[src/rtl/acc_pkg.sv]
package acc_pkg;
    localparam logic [7:0] OPC_LOAD  = 8'h01;
    localparam logic [7:0] OPC_STORE = 8'h02;
    localparam logic [7:0] OPC_ADD   = 8'h10;
    localparam logic [7:0] OPC_SUB   = 8'h11;
    localparam logic [7:0] OPC_STOP  = 8'hFF;

    typedef enum logic [2:0] {
        ST_OPC,
        ST_ALO,
        ST_AHI,
        ST_XFER,
        ST_STOP
    } state_e;
endpackage

[src/rtl/acc_alu.sv]
module acc_alu #(
    parameter int W = 32
) (
    input  logic [W-1:0] a,
    input  logic [W-1:0] b,
    input  logic         sub,
    output logic [W-1:0] y
);
    always_comb begin
        if (sub) y = a - b;
        else     y = a + b;
    end
endmodule

[src/rtl/acc_byte_pick.sv]
module acc_byte_pick #(
    parameter int W  = 32,
    parameter int IW = 2
) (
    input  logic [W-1:0]  word,
    input  logic [IW-1:0] sel,
    output logic [7:0]    byte_o
);
    localparam int NB = W / 8;

    logic [7:0] lane [NB];

    for (genvar g = 0; g < NB; g++) begin : g_lane
        assign lane[g] = word[8*g +: 8];
    end

    assign byte_o = lane[sel];
endmodule

[src/rtl/acc_core.sv]
module acc_core
    import acc_pkg::*;
#(
    parameter int ADDR_W = 16,
    parameter int DATA_W = 32,
    parameter int CNT_W  = 32
) (
    input  logic              clk,
    input  logic              rst_n,
    output logic              mem_en,
    output logic              mem_we,
    output logic [ADDR_W-1:0] mem_addr,
    output logic [7:0]        mem_wdata,
    input  logic [7:0]        mem_rdata,
    output logic [DATA_W-1:0] acc_o,
    output logic [ADDR_W-1:0] pc_o,
    output logic              halted,
    output logic              error,
    output logic [CNT_W-1:0]  ibytes,
    output logic [CNT_W-1:0]  dbytes
);
    localparam int NBYTES = DATA_W / 8;
    localparam int IDX_W  = (NBYTES > 1) ? $clog2(NBYTES) : 1;
    localparam logic [IDX_W-1:0] IDX_LAST = IDX_W'(NBYTES - 1);

    typedef struct packed {
        state_e              st;
        logic [ADDR_W-1:0]   pc;
        logic [7:0]          opc;
        logic [ADDR_W-1:0]   ea;
        logic [IDX_W-1:0]    idx;
        logic [DATA_W-1:0]   sh;
        logic [DATA_W-1:0]   acc;
        logic                stop;
        logic                err;
        logic [CNT_W-1:0]    icnt;
        logic [CNT_W-1:0]    dcnt;
    } core_t;

    core_t q, d;

    logic [DATA_W-1:0] word_in;
    logic [DATA_W-1:0] alu_y;
    logic [7:0]        st_byte;

    // Each new byte enters at the top; after the last one the word is in order.
    assign word_in = {mem_rdata, q.sh[DATA_W-1:8]};

    acc_alu #(.W(DATA_W)) u_alu (
        .a   (q.acc),
        .b   (word_in),
        .sub (q.opc == OPC_SUB),
        .y   (alu_y)
    );

    acc_byte_pick #(.W(DATA_W), .IW(IDX_W)) u_pick (
        .word   (q.acc),
        .sel    (q.idx),
        .byte_o (st_byte)
    );

    always_comb begin
        d         = q;
        mem_en    = 1'b0;
        mem_we    = 1'b0;
        mem_addr  = q.pc;
        mem_wdata = 8'h00;
        unique case (q.st)
            ST_OPC: begin
                mem_en = 1'b1;
                d.opc  = mem_rdata;
                d.pc   = q.pc + ADDR_W'(1);
                d.icnt = q.icnt + CNT_W'(1);
                unique case (mem_rdata)
                    OPC_LOAD, OPC_STORE, OPC_ADD, OPC_SUB: d.st = ST_ALO;
                    OPC_STOP: begin
                        d.st   = ST_STOP;
                        d.stop = 1'b1;
                    end
                    default: begin
                        d.st   = ST_STOP;
                        d.stop = 1'b1;
                        d.err  = 1'b1;
                    end
                endcase
            end
            ST_ALO: begin
                mem_en = 1'b1;
                d.ea   = ADDR_W'(mem_rdata);
                d.pc   = q.pc + ADDR_W'(1);
                d.icnt = q.icnt + CNT_W'(1);
                d.st   = ST_AHI;
            end
            ST_AHI: begin
                mem_en = 1'b1;
                d.ea   = q.ea | (ADDR_W'(mem_rdata) << 8);
                d.pc   = q.pc + ADDR_W'(1);
                d.icnt = q.icnt + CNT_W'(1);
                d.idx  = '0;
                d.st   = ST_XFER;
            end
            ST_XFER: begin
                mem_en    = 1'b1;
                mem_we    = (q.opc == OPC_STORE);
                mem_addr  = q.ea + ADDR_W'(q.idx);
                mem_wdata = st_byte;
                d.dcnt    = q.dcnt + CNT_W'(1);
                d.sh      = word_in;
                if (q.idx == IDX_LAST) begin
                    d.st = ST_OPC;
                    if (q.opc == OPC_LOAD)
                        d.acc = word_in;
                    else if (q.opc != OPC_STORE)
                        d.acc = alu_y;
                end else begin
                    d.idx = q.idx + IDX_W'(1);
                end
            end
            default: begin
                d.st = ST_STOP;
            end
        endcase
    end

    always_ff @(posedge clk) begin
        if (!rst_n) begin
            q <= '{st: ST_OPC, default: '0};
        end else begin
            q <= d;
        end
    end

    assign acc_o  = q.acc;
    assign pc_o   = q.pc;
    assign halted = q.stop;
    assign error  = q.err;
    assign ibytes = q.icnt;
    assign dbytes = q.dcnt;
endmodule

[config.mk]
export PLATFORM = sky130hd
export DESIGN_NAME = acc_core
export DESIGN_NICKNAME = d
export VERILOG_FILES = /design/src/rtl/acc_pkg.sv /design/src/rtl/acc_alu.sv /design/src/rtl/acc_byte_pick.sv /design/src/rtl/acc_core.sv
export SDC_FILE = /design/constraint.sdc
export NUM_CORES = 1
export LEC_CHECK = 0
export ABC_AREA = 1
export BUFFER_PORTS_ARGS = -buffer_cell sky130_fd_sc_hd__buf_2
export CORE_UTILIZATION = 34
export CTS_CLUSTER_DIAMETER = 60
export DETAILED_ROUTE_END_ITERATION = 10
export MAX_ROUTING_LAYER = met4
export PLACE_DENSITY = 0.49
export SYNTH_ARGS = -nofsm -noshare
export SYNTH_HDL_FRONTEND = slang
export SYNTH_SLANG_ARGS = --single-unit
[constraint.sdc]
create_clock -name clk -period 3.8 [get_ports clk]
set_clock_uncertainty 0.2 [all_clocks]
set_input_delay 0 -clock clk [delete_from_list [all_inputs] [get_ports clk]]
set_output_delay 0 -clock clk [all_outputs]
set_load 0.01 [all_outputs]
## Word-level counts from Yosys, hierarchy flattened

Index checks and enable logic that the tools add are counted.

| storage, ports and cells | value |
|---|---|
| bits of input ports | 10 |
| output and inout port bits | 140 |
| memory bits (writable) | 0 |
| memories kept | 0 |
| register bits after elaboration | 175 |
| bits in latches | 0 |
| ROM bits | 0 |
| word-level logic and storage cells | 66 |

| operators by class | value |
|---|---|
| $mul | 0 |
| mux-type cells | 16 |
| reduce and logical (&&, ||, !) cells | 12 |
| shift-type cells | 0 |
| order comparisons | 1 |
| divide/modulo/power cells | 0 |
| add/subtract/negate cells | 7 |
| equality and inequality tests | 15 |
| bitwise logic cells | 4 |

Operator list:

| cell | number |
|---|---|
| $mux 32 | 3 |
| $add 32x1->32 const B | 2 |
| $add 32x32->32 | 1 |
| $pmux 16 s2 | 1 |
| $sub 32x32->32 | 1 |
| $eq 8x5->1 const B | 3 |
| $mux 8 | 3 |
| $add 16x1->16 const B | 1 |
| $add 16x2->16 | 1 |
| $bmux 8 s2 | 1 |
| $eq 8x1->1 const B | 2 |
| $eq 8x2->1 const B | 2 |
| $mux 16 | 1 |
| $or 16x16->16 | 1 |
| $pmux 3 s4 | 1 |
| $eq 8x8->1 const B | 1 |
| $ne 8x2->1 const B | 1 |
| $reduce_or 4->1 | 2 |
| $eq 3x2->1 const B | 2 |
| $mux 3 | 2 |
| $reduce_and 2->1 | 3 |
| $reduce_bool 2->1 | 3 |
| $reduce_or 5->1 | 1 |
| $ne 2x2->1 const B | 2 |
| 12 further kinds | 14 |

## Longest topological paths before layout

| logic depth | value |
|---|---|
| word-level depth | 5 |
| mapped depth | 24 |
| gate-level depth less buffers | 24 |

## By module

A second synthesis with hierarchy kept.

| second synthesis, totals | value |
|---|---|
| cells, all modules | 2226 |
| area total of the unflattened synthesis | 13068.8 µm² |

Modules (own cells, without submodules):

| module | cells each | seq. area each (µm²) | times used | area each (µm²) |
|---|---|---|---|---|
| acc_core | 1425 | 3343.2 | 1 | 9253.9 |
| acc_alu | 707 | 0.0 | 1 | 3419.5 |
| acc_byte_pick | 94 | 0.0 | 1 | 395.4 |

## Worst setup path before layout

No wires, ideal clock.

| path | value |
|---|---|
| kind | register to register |
| start | register q[106] (netlist name) |
| end | register q, in the netlist acc_o[31] |
| path slack | 866 ps |
| buffers on the path | 0 |
| stages on the path, launching flop included | 22 |
| clock period less this slack | 2934 ps |
| data arrival time | 2602 ps |
| setup time | 132 ps |
| required time | 3468 ps |
| path through | dfxtp_1 inv_1 ha_1 nand3_2 nor2_1 nand2_1 nor2_2 a21oi_1 nor2_1 nand2_1 nor2_1 xor2_1 ha_1 a21o_1 nor2_1 nand2_1 a21oi_1 nand2_1 nand2_1 nand3_1 nand2_1 a21oi_1 |

| between the ends | value |
|---|---|
| longest elaborated chain between the ends | 4 |

Ends and longest elaborated chain:

| element | line | text |
|---|---|---|
| start: declaration | acc_core.sv:40 | `core_t q, d;` |
| start signal: assignment | acc_core.sv:127 | `q <= '{st: ST_OPC, default: '0};` |
| start signal: assignment | acc_core.sv:129 | `q <= d;` |
| $add 32x32->32 or $sub 32x32->32 (tied branches) | acc_alu.sv:11, acc_alu.sv:10 |  |
| $mux 32 * | acc_alu.sv:10 | `if (sub) y = a - b;` |
| $mux 32 * | acc_core.sv:113 | `else if (q.opc != OPC_STORE)` |
| $mux 32 * | acc_core.sv:111 | `if (q.opc == OPC_LOAD)` |

Every way passes the cells marked *; elsewhere a longest branch is shown, timed or not. The select of a mux whose other input is x is not followed.
A chain may end at the register's enable or synchronous reset.

## Worst setup path in the final report

| path | value |
|---|---|
| start | register q[106] (netlist name) |
| end | register q, in the netlist acc_o[29] |

The elaborated chain is that of the path after synthesis.

==> impl_metrics.tcl <==
set metrics [dict create \
    hold_depth 2 \
    yosysSeqAreaShare_pct 27.53 \
    intPower_mw 2.795 \
    pre_cts_ws_ps 328.3 \
    p_sw_mw 1.024 \
    routabilityCongestion 1.014 \
    syn_nets 1988 \
    p_leak_nw 5.942 \
    via_per_inst 4.966 \
    clkPwrFrac_pct 46.3 \
    finalSetupTns_ps 0 \
    synth.top_cells.by_count "450 x nand2_1, 232 x inv_1, 214 x a21oi_1, 182 x nor2_1, 167 x dfxtp_1" \
    synth_flop_cell "dfxtp_1" \
    top_layer "met4" \
    synthArstFlopShare_pct 0 \
    dr.pass1.iters 5 \
    reg2reg_slack_ps 320 \
    crit_type "reg2reg" \
    post-route-drc-count 0 \
    combinationalPowerShare_pct 7.1 \
    cts_tree "built" \
    syn_area_um2 12140 \
    clock_latency_ps 450 \
    synth_top_area_cell "dfxtp_1" \
    fin_nets 2009 \
    cp_max_fo 5 \
    grt_usage_pct 22.90 \
    relSlewSlack_pct 33.05 \
    synth_area_per_cell_um2 6.266 \
    io_pins 150 \
    clockBufferDepth 2 \
    cts_made_buffers 17 \
    yosys.area.top_type_share_pct 27.53 \
    port-buffer-count 149 \
    cts.sinks 167 \
    grt_max_degree 99 \
    drtIter0Drc 778 \
    hold_slack_ps 261.3 \
    num_vias 12060 \
    htreeDepth 4 \
    worst_pin_slew_ps 1004 \
    p_seq_share_pct 46.6 \
    crit_buf_inv 1 \
    clockRootBuffer "clkbuf_16" \
    min_to "q[132]" \
    max_freq_mhz 287.3 \
    hold_start "q[132]" \
    dr_wl_met3_mm 1.933 \
    syn-instance-count 1938 \
    antenna_found_initial 1 \
    path_cells "inv_1 > ha_1 > nand3_2 > nor2_1 > nand2_1 > nor2_2 > nand3_1 > nand2_1 > o21ai_0 > xor2_1 > ha_1 > nand2_1 > nor2_1 > nand2_1 > nor2_1 > nand2_1 > nand2_1 > nand2_1 > nand3_1 > nand2_1 > a21oi_1" \
    initial_core_util_pct 34.81 \
    cp.arrival_ps 3660 \
    postRouteAntennaNets 0 \
    vdd_drop_max_mv 0.3115 \
    slowest_delay_ps 440 \
    layout-drive-gt1-share_pct 12.22 \
    dieArea_um2 36480 \
    grt_pass1_vias 10970 \
    placementRows 68 \
    critical-path-slowest-cell "ha_1" \
    min_period_ps 3480 \
    ff2ff_path_depth 21 \
    start_kind "register" \
    path_delay_family "simple AND/OR/NAND/NOR gates" \
    status "finished, final reports clean" \
    dp_hpwl_mm 30.69 \
    avgRoutedWirePerCell_um 16.51 \
    fin_ws_ps 319.6 \
    end_kind "register" \
    rr_endpoint "acc_o[29]" \
    maxCapViolations 0 \
    synth_area_leaders "dfxtp_1 28%, nand2_1 14%, a21oi_1 8.8%" \
    yosysMostFrequentCell "nand2_1" \
    ys_types 41 \
    p_per_area_nw_per_um2 290.0 \
    wirelength_mm 40.09 \
    path_common_cell "nand2_1" \
    globalRouteOverflowTotal 0 \
    hold_path.class "reg2reg" \
    timing.final.crit_share_pct 91.59 \
    areaGrowthSynthToFinish_pct 8.469 \
    rsz0062_at_grt "false" \
    cp_data_required_time_ps 3980 \
    final-hold-violation-count 0 \
    synth_edf_count 0 \
    rr_startpoint "q[106]" \
    wl_met2_mm 17.70 \
    clkSlewWorstSetupHoldPaths_ps 70 \
    finalSetupViolations 0 \
    p_sw_share_pct 26.82 \
    grt_pass1_wl_mm 62.42 \
    core_um2 34880 \
    slew_viol_final 0 \
    m1WireLength_mm 19.52 \
    dieWidth_um 191.0 \
    ys_seq_elements 167 \
    ys_warn_count 0 \
    fp.dieH_um 191.0 \
]
layout make-up:
cell class                 instances  area (um^2)
tap                              455        569.3
antenna                            1        2.502
multi-input combinational       1352         6805
inverter                         248        930.9
sequential                       167         3343
timing repair buffer             173        948.4
clock inverter                    12        116.4
fill                            3918        21710
clock buffer                      20        456.7
metal layers:
metal / up-vias / GRT usage (%)
li1: 6215 / -
met1: 5432 / 30.92
met3: 58 / 3.433
met4: 0 / 7.477
met2: 352 / 34.73
met5: - / -
power groups by stage:
stage | clock network [mW] | logic [mW] | registers (mW)
after floorplan | 0 | 0.182 | 1.82
after global placement | 0 | 0.265 | 1.82
after detailed placement | 0 | 0.265 | 1.82
after CTS | 1.83 | 0.273 | 1.78
after global routing | 1.89 | 0.306 | 1.78
final | 1.77 | 0.272 | 1.78
cell usage in the layout (no fill, tap or decap), types with 4 or more instances in the layout:
cell type | Yosys | layout
nand2_1 | 450 | 450
inv_1 | 232 | 232
a21oi_1 | 214 | 214
nor2_1 | 182 | 181
dfxtp_1 | 167 | 167
buf_2 | 9 | 149
o21ai_0 | 134 | 134
nand3_1 | 87 | 86
xor2_1 | 55 | 55
nor3_1 | 46 | 45
ha_1 | 38 | 38
nand4_1 | 30 | 30
xnor2_1 | 21 | 21
clkbuf_16 | 0 | 17
inv_2 | 15 | 16
o21ai_1 | 15 | 15
buf_4 | 113 | 15
nor4_1 | 10 | 10
nor2_2 | 9 | 10
dlygate4sd3_1 | 0 | 9
a31oi_1 | 7 | 7
o21a_1 | 7 | 7
a211oi_1 | 6 | 6
inv_6 | 0 | 5
nand3_2 | 3 | 4
nand2_2 | 4 | 4
nor2_4 | 4 | 4
and2_1 | 4 | 4
and3_1 | 4 | 4
how the worst max path moves through the flow:
stage | slack [ps] | endpoint | start | cells past startpoint
after global routing | 30 | acc_o[30] | q[106] | 21
final | 320 | acc_o[29] | q[106] | 21
after global placement | 330 | acc_o[29] | q[106] | 20
after floorplan | 870 | acc_o[31] | q[106] | 21
after detailed placement | 330 | acc_o[29] | q[106] | 20
after CTS | 300 | acc_o[29] | q[106] | 21
through the flow:
| stage | std cells | cell area [um^2] | utilization [%] | power [mW] |
|---|---|---|---|---|
| after global routing | 2428 | 13170 | 37.76 | 3.980 |
| after CTS | 2427 | 13160 | 37.73 | 3.881 |
| after floorplan | 1938 | 12140 | - | 1.999 |
| after global placement | 2386 | 12500 | 35.83 | 2.086 |
| final | 2428 | 13170 | 37.76 | 3.820 |
| after detailed placement | 2386 | 12500 | 35.83 | 2.087 |
timing repair:
item,4_1_cts,5_1_grt
buffers inserted,0,0
setup endpoints to repair,0,2
endpoints found under the hold margin,59,0
gates resized for setup,0,2
hold buffers,9,0
tightest hold or removal path: cells and delay by family, from the launching register on:
kind                   cells  cell delay, ps
AO/OA/AOI/OAI              1              50
buffers and inverters      1              50
flip-flops                 1             320
sequential cells by signal, summed over array words and instances, names as in the netlist:
| name | cells |
|---|---|
| q | 53 |
| acc_o | 32 |
| dbytes | 32 |
| ibytes | 32 |
| pc_o | 16 |
| error | 1 |
| halted | 1 |
cell families after synthesis:
logic type / after synthesis / share of synthesized area (%)
xor+xnor: 76 / 5.481
buf+inv: 419 / 16.54
compound gates: 392 / 16.67
flops: 167 / 27.53
fa+ha+maj: 40 / 4.245
simple gates: 844 / 29.54
(Power assumes the default switching activity.)
